**src/rtl/rng_pkg.sv**
```systemverilog
`timescale 1ns/1ps
package rng_pkg;
    typedef enum logic [1:0] {ST_IDLE, ST_SEED, ST_GEN} rng_state_e;

    localparam logic [7:0] A_CMD  = 8'h00;
    localparam logic [7:0] A_STAT = 8'h04;
    localparam logic [7:0] A_MODE = 8'h08;
    localparam logic [7:0] A_IE   = 8'h10;
    localparam logic [7:0] A_ISR  = 8'h14;
    localparam logic [7:0] A_THR  = 8'h60;
    localparam logic [7:0] A_VER  = 8'hF0;
    localparam logic [2:0] A_RES_HI = 3'b001;

    localparam logic [1:0] CMD_GEN  = 2'd1;
    localparam logic [1:0] CMD_SEED = 2'd2;
endpackage

```
**src/rtl/rng_seed_pool.sv**
```systemverilog
`timescale 1ns/1ps
module rng_seed_pool #(
    parameter int W = 32
) (
    input  logic         clk,
    input  logic         rst_n,
    input  logic         absorb,
    input  logic [W-1:0] din,
    output logic [W-1:0] pool_o
);
    logic [W-1:0] pool_d, pool_q;

    always_comb begin
        pool_d = pool_q;
        if (absorb) pool_d = {pool_q[W-8:0], pool_q[W-1:W-7]} ^ din;
    end

    always_ff @(posedge clk or negedge rst_n) begin
        if (!rst_n) pool_q <= '0;
        else        pool_q <= pool_d;
    end

    assign pool_o = pool_q;
endmodule

```
**src/rtl/rng_result_bank.sv**
```systemverilog
`timescale 1ns/1ps
module rng_result_bank #(
    parameter int W  = 32,
    parameter int N  = 8,
    parameter int IW = 3
) (
    input  logic                clk,
    input  logic                rst_n,
    input  logic                start,
    input  logic                step,
    input  logic                cap_en,
    input  logic [IW-1:0]       cap_idx,
    input  logic [W-1:0]        seed_i,
    output logic [N-1:0][W-1:0] words_o
);
    logic [W-1:0]        mix_d, mix_q;
    logic [N-1:0][W-1:0] words_d, words_q;

    function automatic logic [W-1:0] xs(input logic [W-1:0] v);
        logic [W-1:0] t;
        t = v ^ (v << 13);
        t = t ^ (t >> 17);
        t = t ^ (t << 5);
        return t;
    endfunction

    always_comb begin
        mix_d   = mix_q;
        words_d = words_q;
        if (start) begin
            mix_d   = (mix_q ^ seed_i) | W'(1);
            words_d = '0;
        end else if (step) begin
            mix_d = xs(mix_q);
            if (cap_en) words_d[cap_idx] = mix_q ^ seed_i;
        end
    end

    always_ff @(posedge clk or negedge rst_n) begin
        if (!rst_n) begin
            mix_q   <= W'(32'h2545_F491);
            words_q <= '0;
        end else begin
            mix_q   <= mix_d;
            words_q <= words_d;
        end
    end

    assign words_o = words_q;

    assert_mix_alive_R7: assert property (@(posedge clk) disable iff (!rst_n)
        (step && !start) |=> (mix_q != '0));
endmodule

```
**src/rtl/rng_reseed_tracker.sv**
```systemverilog
`timescale 1ns/1ps
module rng_reseed_tracker #(
    parameter int CW = 16
) (
    input  logic          clk,
    input  logic          rst_n,
    input  logic          clear,
    input  logic          credit,
    input  logic [1:0]    units,
    input  logic [CW-1:0] thresh,
    output logic          due_o
);
    logic [CW-1:0] cnt_d, cnt_q;
    logic [CW:0]   sum;

    always_comb begin
        sum   = {1'b0, cnt_q} + {{(CW-1){1'b0}}, units};
        due_o = (thresh != '0) && (sum >= {1'b0, thresh});
        cnt_d = cnt_q;
        if (clear)       cnt_d = '0;
        else if (credit) cnt_d = due_o ? '0 : sum[CW-1:0];
    end

    always_ff @(posedge clk or negedge rst_n) begin
        if (!rst_n) cnt_q <= '0;
        else        cnt_q <= cnt_d;
    end

    assert_count_quiet_R11: assert property (@(posedge clk) disable iff (!rst_n)
        (!clear && !credit) |=> $stable(cnt_q));
    assert_count_bounded_R11: assert property (@(posedge clk) disable iff (!rst_n)
        (thresh != '0 && $stable(thresh)) |-> (cnt_q < thresh));
endmodule

```
**src/rtl/rng_cmd_core.sv**
```systemverilog
`timescale 1ns/1ps
module rng_cmd_core
    import rng_pkg::*;
#(
    parameter int          GEN_CYCLES = 1024,
    parameter int          SEED_WORDS = 4,
    parameter int          CNT_W      = 16,
    parameter logic [31:0] VERSION    = 32'h0000_46BC
) (
    input  logic        clk,
    input  logic        rst_n,
    input  logic        bus_we,
    input  logic [7:0]  bus_addr,
    input  logic [31:0] bus_wdata,
    output logic [31:0] bus_rdata,
    input  logic        ent_valid,
    input  logic [31:0] ent_data,
    output logic        ent_ready,
    output logic        irq
);
    localparam int RES_WORDS = 8;
    localparam int IDX_W     = $clog2(RES_WORDS);
    localparam int GCNT_W    = $clog2(GEN_CYCLES);
    localparam int STEP_W    = $clog2(GEN_CYCLES / RES_WORDS);
    localparam int SCNT_W    = $clog2(SEED_WORDS + 1);
    localparam logic [GCNT_W-1:0] LAST_WIDE   = GCNT_W'(GEN_CYCLES - 1);
    localparam logic [GCNT_W-1:0] LAST_NARROW = GCNT_W'(GEN_CYCLES / 2 - 1);
    localparam logic [SCNT_W-1:0] SEED_LAST   = SCNT_W'(SEED_WORDS - 1);

    typedef struct packed {
        rng_state_e          st;
        logic                pend_gen;
        logic                wide;
        logic                seeded;
        logic                mode;
        logic [2:0]          ie;
        logic [1:0]          isr;
        logic [SCNT_W-1:0]   scnt;
        logic [GCNT_W-1:0]   gcnt;
        logic [CNT_W-1:0]    thr;
    } regs_t;

    regs_t r_d, r_q;
    logic gen_start, gen_done, seed_done, ctr_clear, due, seed_fire;
    logic cap_en, wr_cmd, wdata_unused;
    logic [31:0] pool;
    logic [RES_WORDS-1:0][31:0] words;

    assign wdata_unused = ^bus_wdata;
    assign wr_cmd    = bus_we && (bus_addr == A_CMD);
    assign ent_ready = (r_q.st == ST_SEED);
    assign seed_fire = ent_ready && ent_valid;
    assign cap_en    = (r_q.st == ST_GEN) && (r_q.gcnt[STEP_W-1:0] == {STEP_W{1'b1}});

    always_comb begin
        r_d       = r_q;
        gen_start = 1'b0;
        gen_done  = 1'b0;
        seed_done = 1'b0;
        ctr_clear = 1'b0;
        unique case (r_q.st)
            ST_IDLE: begin
                if (wr_cmd && bus_wdata[1:0] == CMD_SEED) begin
                    r_d.st = ST_SEED; r_d.pend_gen = 1'b0; r_d.scnt = '0; ctr_clear = 1'b1;
                end else if (wr_cmd && bus_wdata[1:0] == CMD_GEN) begin
                    if (r_q.seeded) begin
                        r_d.st = ST_GEN; r_d.gcnt = '0; r_d.wide = r_q.mode; gen_start = 1'b1;
                    end else begin
                        r_d.st = ST_SEED; r_d.pend_gen = 1'b1; r_d.scnt = '0; ctr_clear = 1'b1;
                    end
                end
            end
            ST_SEED: begin
                if (ent_valid) begin
                    r_d.scnt = r_q.scnt + 1'b1;
                    if (r_q.scnt == SEED_LAST) begin
                        r_d.seeded   = 1'b1;
                        seed_done    = 1'b1;
                        r_d.pend_gen = 1'b0;
                        if (r_q.pend_gen) begin
                            r_d.st = ST_GEN; r_d.gcnt = '0; r_d.wide = r_q.mode; gen_start = 1'b1;
                        end else begin
                            r_d.st = ST_IDLE;
                        end
                    end
                end
            end
            ST_GEN: begin
                r_d.gcnt = r_q.gcnt + 1'b1;
                if (r_q.gcnt == (r_q.wide ? LAST_WIDE : LAST_NARROW)) begin
                    gen_done = 1'b1;
                    if (due) begin
                        r_d.st = ST_SEED; r_d.scnt = '0; r_d.pend_gen = 1'b0;
                    end else begin
                        r_d.st = ST_IDLE;
                    end
                end
            end
            default: r_d.st = ST_IDLE;
        endcase

        if (bus_we && bus_addr == A_MODE) r_d.mode = bus_wdata[3];
        if (bus_we && bus_addr == A_IE)   r_d.ie   = {bus_wdata[31], bus_wdata[1:0]};
        if (bus_we && bus_addr == A_THR)  r_d.thr  = bus_wdata[CNT_W-1:0];
        if (bus_we && bus_addr == A_ISR)  r_d.isr  = r_q.isr & ~bus_wdata[1:0];
        if (gen_done)  r_d.isr[0] = 1'b1;
        if (seed_done) r_d.isr[1] = 1'b1;
    end

    always_ff @(posedge clk or negedge rst_n) begin
        if (!rst_n) r_q <= '0;
        else        r_q <= r_d;
    end

    rng_seed_pool #(.W(32)) u_pool (
        .clk(clk), .rst_n(rst_n), .absorb(seed_fire), .din(ent_data), .pool_o(pool)
    );

    rng_result_bank #(.W(32), .N(RES_WORDS), .IW(IDX_W)) u_bank (
        .clk(clk), .rst_n(rst_n), .start(gen_start), .step(r_q.st == ST_GEN),
        .cap_en(cap_en), .cap_idx(r_q.gcnt[GCNT_W-1:STEP_W]), .seed_i(pool), .words_o(words)
    );

    rng_reseed_tracker #(.CW(CNT_W)) u_track (
        .clk(clk), .rst_n(rst_n), .clear(ctr_clear), .credit(gen_done),
        .units(r_q.wide ? 2'd2 : 2'd1), .thresh(r_q.thr), .due_o(due)
    );

    always_comb begin
        bus_rdata = '0;
        if (bus_addr[7:5] == A_RES_HI && bus_addr[1:0] == 2'b00) begin
            bus_rdata = words[bus_addr[4:2]];
        end else begin
            case (bus_addr)
                A_STAT: bus_rdata = {r_q.st == ST_SEED, r_q.st == ST_GEN, 20'b0, r_q.seeded, 9'b0};
                A_MODE: bus_rdata = {28'b0, r_q.mode, 3'b0};
                A_IE:   bus_rdata = {r_q.ie[2], 29'b0, r_q.ie[1:0]};
                A_ISR:  bus_rdata = {30'b0, r_q.isr};
                A_THR:  bus_rdata = {{(32-CNT_W){1'b0}}, r_q.thr};
                A_VER:  bus_rdata = VERSION;
                default: bus_rdata = '0;
            endcase
        end
    end

    assign irq = r_q.ie[2] & ((r_q.ie[0] & r_q.isr[0]) | (r_q.ie[1] & r_q.isr[1]));

    assert_ready_from_gen_R5: assert property (@(posedge clk) disable iff (!rst_n)
        $rose(r_q.isr[0]) |-> $past(r_q.st == ST_GEN));
    assert_seeded_sticky_R3: assert property (@(posedge clk) disable iff (!rst_n)
        r_q.seeded |=> r_q.seeded);
    assert_gen_seeded_R4: assert property (@(posedge clk) disable iff (!rst_n)
        (r_q.st == ST_GEN) |-> r_q.seeded);
    assert_seed_holds_R8: assert property (@(posedge clk) disable iff (!rst_n)
        (r_q.st == ST_SEED && !ent_valid) |=> (r_q.st == ST_SEED));
    assert_irq_global_R10: assert property (@(posedge clk) disable iff (!rst_n)
        irq |-> r_q.ie[2]);
endmodule

```
**config.mk**
```make
export PLATFORM = sky130hd
export DESIGN_NAME = rng_cmd_core
export DESIGN_NICKNAME = d
export VERILOG_FILES = /design/src/rtl/rng_pkg.sv /design/src/rtl/rng_seed_pool.sv /design/src/rtl/rng_result_bank.sv /design/src/rtl/rng_reseed_tracker.sv /design/src/rtl/rng_cmd_core.sv
export SDC_FILE = /design/constraint.sdc
export NUM_CORES = 1
export LEC_CHECK = 0
export BUFFER_PORTS_ARGS = -buffer_cell sky130_fd_sc_hd__buf_2
export CORE_ASPECT_RATIO = 1.5
export CORE_MARGIN = 4
export CORE_UTILIZATION = 45
export DETAILED_ROUTE_END_ITERATION = 16
export PLACE_DENSITY_LB_ADDON = 0.15
export SYNTH_ARGS = -nofsm -noshare
export SYNTH_HDL_FRONTEND = slang
export SYNTH_SLANG_ARGS = --single-unit
```
**constraint.sdc**
```tcl
create_clock -name clk -period 6.3 [get_ports clk]
set_input_delay 1.26 -clock clk [delete_from_list [all_inputs] [get_ports clk]]
set_output_delay 1.26 -clock clk [all_outputs]
set_load 0.05 [all_outputs]
```
==> impl_summary.md <==
Outcome
The run finished with clean final reports.

Cells and area
The library cell used most frequently in the layout, excluding fill and tap cells, is sky130_fd_sc_hd__dfrtp_1. The area growth from synthesis to layout is 10.81%. The top cell types in the final layout, fill and taps aside, are sky130_fd_sc_hd__dfrtp_1, sky130_fd_sc_hd__nor2_1, sky130_fd_sc_hd__a211oi_1. The count of filler cells inserted in the layout is 3948. The proportion of layout cells with a drive suffix above 1 is 0.1607. After the last flow step, the layout net total stands at 1932.

Place
Before CTS, the worst setup slack after placement is 1.413 ns. Buffers placed on the I/O ports in this run total 94. The placed wire-length estimate after detailed placement is 32670 um. The global placement routability congestion is 0.8420.

Power
The switching power summed over all nets is 3.217 mW. Cell internal power was estimated by the tool at 5.723 mW. The switching portion of total power is 0.3599. Power spread over the standard cell area amounts to 418.8 mW/mm^2. The logic gate share of total power is 0.322. The static leakage power is 8.145 nW. The share of total power dissipated in sequential elements is 0.431.

The worst supply voltage drop on vdd is 0.2170 mV. The clock group share of total power is 0.247.

Critical path
The worst flop-to-flop path endpoint is r_q[37]. In this design, the stage delay of the slowest critical-path cell is 0.68 ns. The slowest cell on the critical path is sky130_fd_sc_hd__buf_4. By startpoint and endpoint, the worst setup path is classified as primary input to primary output.

Traced cell by cell, the critical path runs through buf_4 -> buf_12 -> mux4_2 -> mux2i_1 -> o21ai_0 -> buf_2. STA classifies the critical path startpoint as a primary input. For flop-to-flop paths, the worst setup slack is 1.96 ns.

On the critical path the largest part of the delay comes from buffers and inverters. The arrival time of the worst setup path is 3.58 ns. Along the worst path, the maximum fanout reaches 43. Counting cells, the worst reg-to-reg path comes to 13. The number of buffers and inverters on the critical path is 3.

STA classifies the critical path endpoint as a primary output. The required time at the worst-slack endpoint is 5.04 ns. The worst register-to-register path begins at r_q[36].

CTS
In this run, post-CTS repair resized a total of 0 instances. Clock tree synthesis selected as its root buffer the cell sky130_fd_sc_hd__clkbuf_16. In this run, post-CTS hold repair placed 0 buffers. The clock tree from TritonCTS is done.

The CTS clock-pin slew for the worst setup and hold paths is 0.06 ns. The number of buffers created by CTS is 39. For this design, the sink count on the clock tree is 376. The number of setup buffers added after CTS is 0. Counting along the longest clock path gives a buffer depth of 3. In this run the number of H-tree levels came out at 2. The clock network latency to the later pin of the worst-skew pair is 0.54 ns.

Synthesis
In the synthesized netlist the async set-or-reset flop fraction comes to 1.000. The number of library cell types mapped by synthesis is 62. In this run, synthesis produced a sequential element count of 376. For this run, the register share of the synthesized area comes to 0.4893. In this run the cell area of the synthesized design comes to 0.01926 mm^2.

The most used flip-flop cell after synthesis is sky130_fd_sc_hd__dfrtp_1. The number of nets handed over by synthesis was 1916. The mean instance size in the synthesized netlist is 10.62 um^2. The count of flip-flops with a built-in enable after synthesis is 0. The Yosys step of the flow raised 0 warnings. The post-synthesis cell count is 1814.

Route
The detail route stage leaves a number of antenna-violating nets equal to 0. The iteration-0 DRC count of the detailed router is 956. The final route contains 13940 vias. Using the TritonRoute via totals, the vias-per-cell ratio works out to 5.763. The number of DRC violations after detailed routing is 0. Dividing the detail-routed wire length by the instance count gives 21.38 um. The first detailed-routing pass took 5 iterations. After detailed routing, the total wire length is 51720 um.

Global route
The number of antenna violations at the first check in global routing is 0. The total congestion overflow is 0. The number of global-route vias before repair was 14330. For this run, the total global-route usage over all layers was measured as 0.2263. The first-pass GRT wire length is 82460 um. Entering global routing, the biggest net connects 156 pins.

STA
Adding up every negative setup slack in the final design gives 0 ns. After layout, the worst setup slack is 1.458 ns. The number of max-slew violations in the final report came to 0.

The relative slew slack is 0.2160. Setup repair after global routing left no endpoint under its margin. The maximum clock rate is 206.5 MHz.

The final hold violation count is 0. The routed design could run at a clock period as short as 4.842 ns. For the pin with the worst max-slew slack, the measured transition is 1.168 ns. The number of endpoints failing setup at the final stage is 0. The worst clock skew is 0.01490 ns. The portion of the clock cycle consumed by the worst path in the final layout is 0.7685.

Hold path
The worst min-delay path class is flop to flop. The instance count along the most critical hold path is 1. For hold timing, the worst endpoint is u_track.cnt_q[0]. In this run the most critical hold path is launched from u_track.cnt_q[0].

Floorplanning
The floorplan has 92 rows. The die is 261.4 um tall. For this design the top-level I/O count stands at 110. The effective utilization at floorplan is 0.4573. The core area is 0.04213 mm^2.

The die covers 0.04625 mm^2. The overall die width is 176.9 um.

Run
The number of violations of the max-capacitance limit is 0.
==> worst max-delay path by stage <==
stage / startpoint / cells after the start / to / slack (ns)
3_5_place_dp: bus_addr[2] / 6 / bus_rdata[11] / 1.41
4_1_cts: bus_addr[2] / 6 / bus_rdata[11] / 1.41
5_1_grt: bus_addr[2] / 6 / bus_rdata[15] / 1.28
3_3_place_gp: bus_addr[2] / 6 / bus_rdata[15] / 1.42
2_1_floorplan: bus_addr[2] / 5 / bus_rdata[11] / 1.55
6_report: bus_addr[2] / 6 / bus_rdata[11] / 1.46
==> logic make-up after synthesis <==
| logic type | share of synthesized area |
|---|---|
| compound gates | 0.1550 |
| buf+inv | 0.03910 |
| fa+ha+maj | 0.01728 |
| mux | 0.1090 |
| simple gates | 0.1202 |
| flops | 0.4893 |
| xor+xnor | 0.07001 |
==> layout make-up <==
type / instances / area (um^2) / area share
clock inverters: 7 / 35.03 / 0.001641
well taps: 564 / 705.7 / 0.03306
clock buffers: 58 / 1150 / 0.05386
diodes: 1 / 2.502 / 0.0001172
multi-input cells: 1258 / 9150 / 0.4286
repair buffers: 125 / 765.7 / 0.03587
inverters: 30 / 112.6 / 0.005275
flip-flops and latches: 376 / 9427 / 0.4416
==> power groups by stage <==
stage               registers, mW  clock network [mW]  logic, mW
floorplan                    3.61                   0       2.26
CTS                          3.85                2.27       2.91
global route                 3.95                2.35       3.22
finish                       3.85                2.20       2.88
global placement             3.85                   0       2.83
detailed placement           3.90                   0       2.89
==> per-stage QoR <==
stage	power [mW]	hold WS [ns]	std cells	instance area, um^2	util
5_1_grt	9.514	0.5239	2418	21350	0.5067
3_5_place_dp	6.783	0.5059	2353	20160	0.4785
6_report	8.940	0.5148	2419	21350	0.5067
3_3_place_gp	6.674	0.4878	2353	20160	0.4785
4_1_cts	9.029	0.5171	2418	21350	0.5067
2_1_floorplan	5.869	0.4675	1814	19260	-
==> per-layer routing <==
metal,GRT usage,vias to the layer above,share of wire
li1,-,6548,-
met2,0.3911,349,0.51
met5,0,-,0
met1,0.2942,6958,0.41
met4,0.08280,0,0.037
met3,0.02700,85,0.046
==> state kept, by name, indices dropped and copies added (netlist names) <==
name	count
u_track.cnt_q	16
r_q	40
u_bank.mix_q	32
u_bank.words_o	256
u_pool.pool_o	32
==> synth_stat cells (7+ instances only) <==
master	instances	area share
sky130_fd_sc_hd__nor3_1	10	0.0026
sky130_fd_sc_hd__and2_1	7	0.0023
sky130_fd_sc_hd__o21ai_1	12	0.0031
sky130_fd_sc_hd__a211oi_1	270	0.11
sky130_fd_sc_hd__dfstp_2	14	0.019
sky130_fd_sc_hd__a22oi_1	12	0.0047
sky130_fd_sc_hd__xor2_1	39	0.018
sky130_fd_sc_hd__nand4_1	12	0.0039
sky130_fd_sc_hd__nor2_1	311	0.061
sky130_fd_sc_hd__clkbuf_1	87	0.017
sky130_fd_sc_hd__nand3_1	22	0.0057
sky130_fd_sc_hd__dfrtp_1	362	0.47
sky130_fd_sc_hd__ha_1	25	0.016
sky130_fd_sc_hd__a21oi_1	37	0.0096
sky130_fd_sc_hd__nor4_1	9	0.0029
sky130_fd_sc_hd__inv_1	30	0.0058
sky130_fd_sc_hd__buf_1	17	0.0033
sky130_fd_sc_hd__nand2_1	92	0.018
sky130_fd_sc_hd__o21ai_0	54	0.014
sky130_fd_sc_hd__and3_1	11	0.0036
sky130_fd_sc_hd__xnor2_1	115	0.052
sky130_fd_sc_hd__mux2i_1	40	0.021
sky130_fd_sc_hd__nand3b_1	8	0.0031
sky130_fd_sc_hd__buf_2	41	0.011
sky130_fd_sc_hd__nor2b_1	9	0.0029
sky130_fd_sc_hd__mux2_2	20	0.012
sky130_fd_sc_hd__mux4_2	64	0.075
Note: power is estimated with default switching activity, not from simulation.
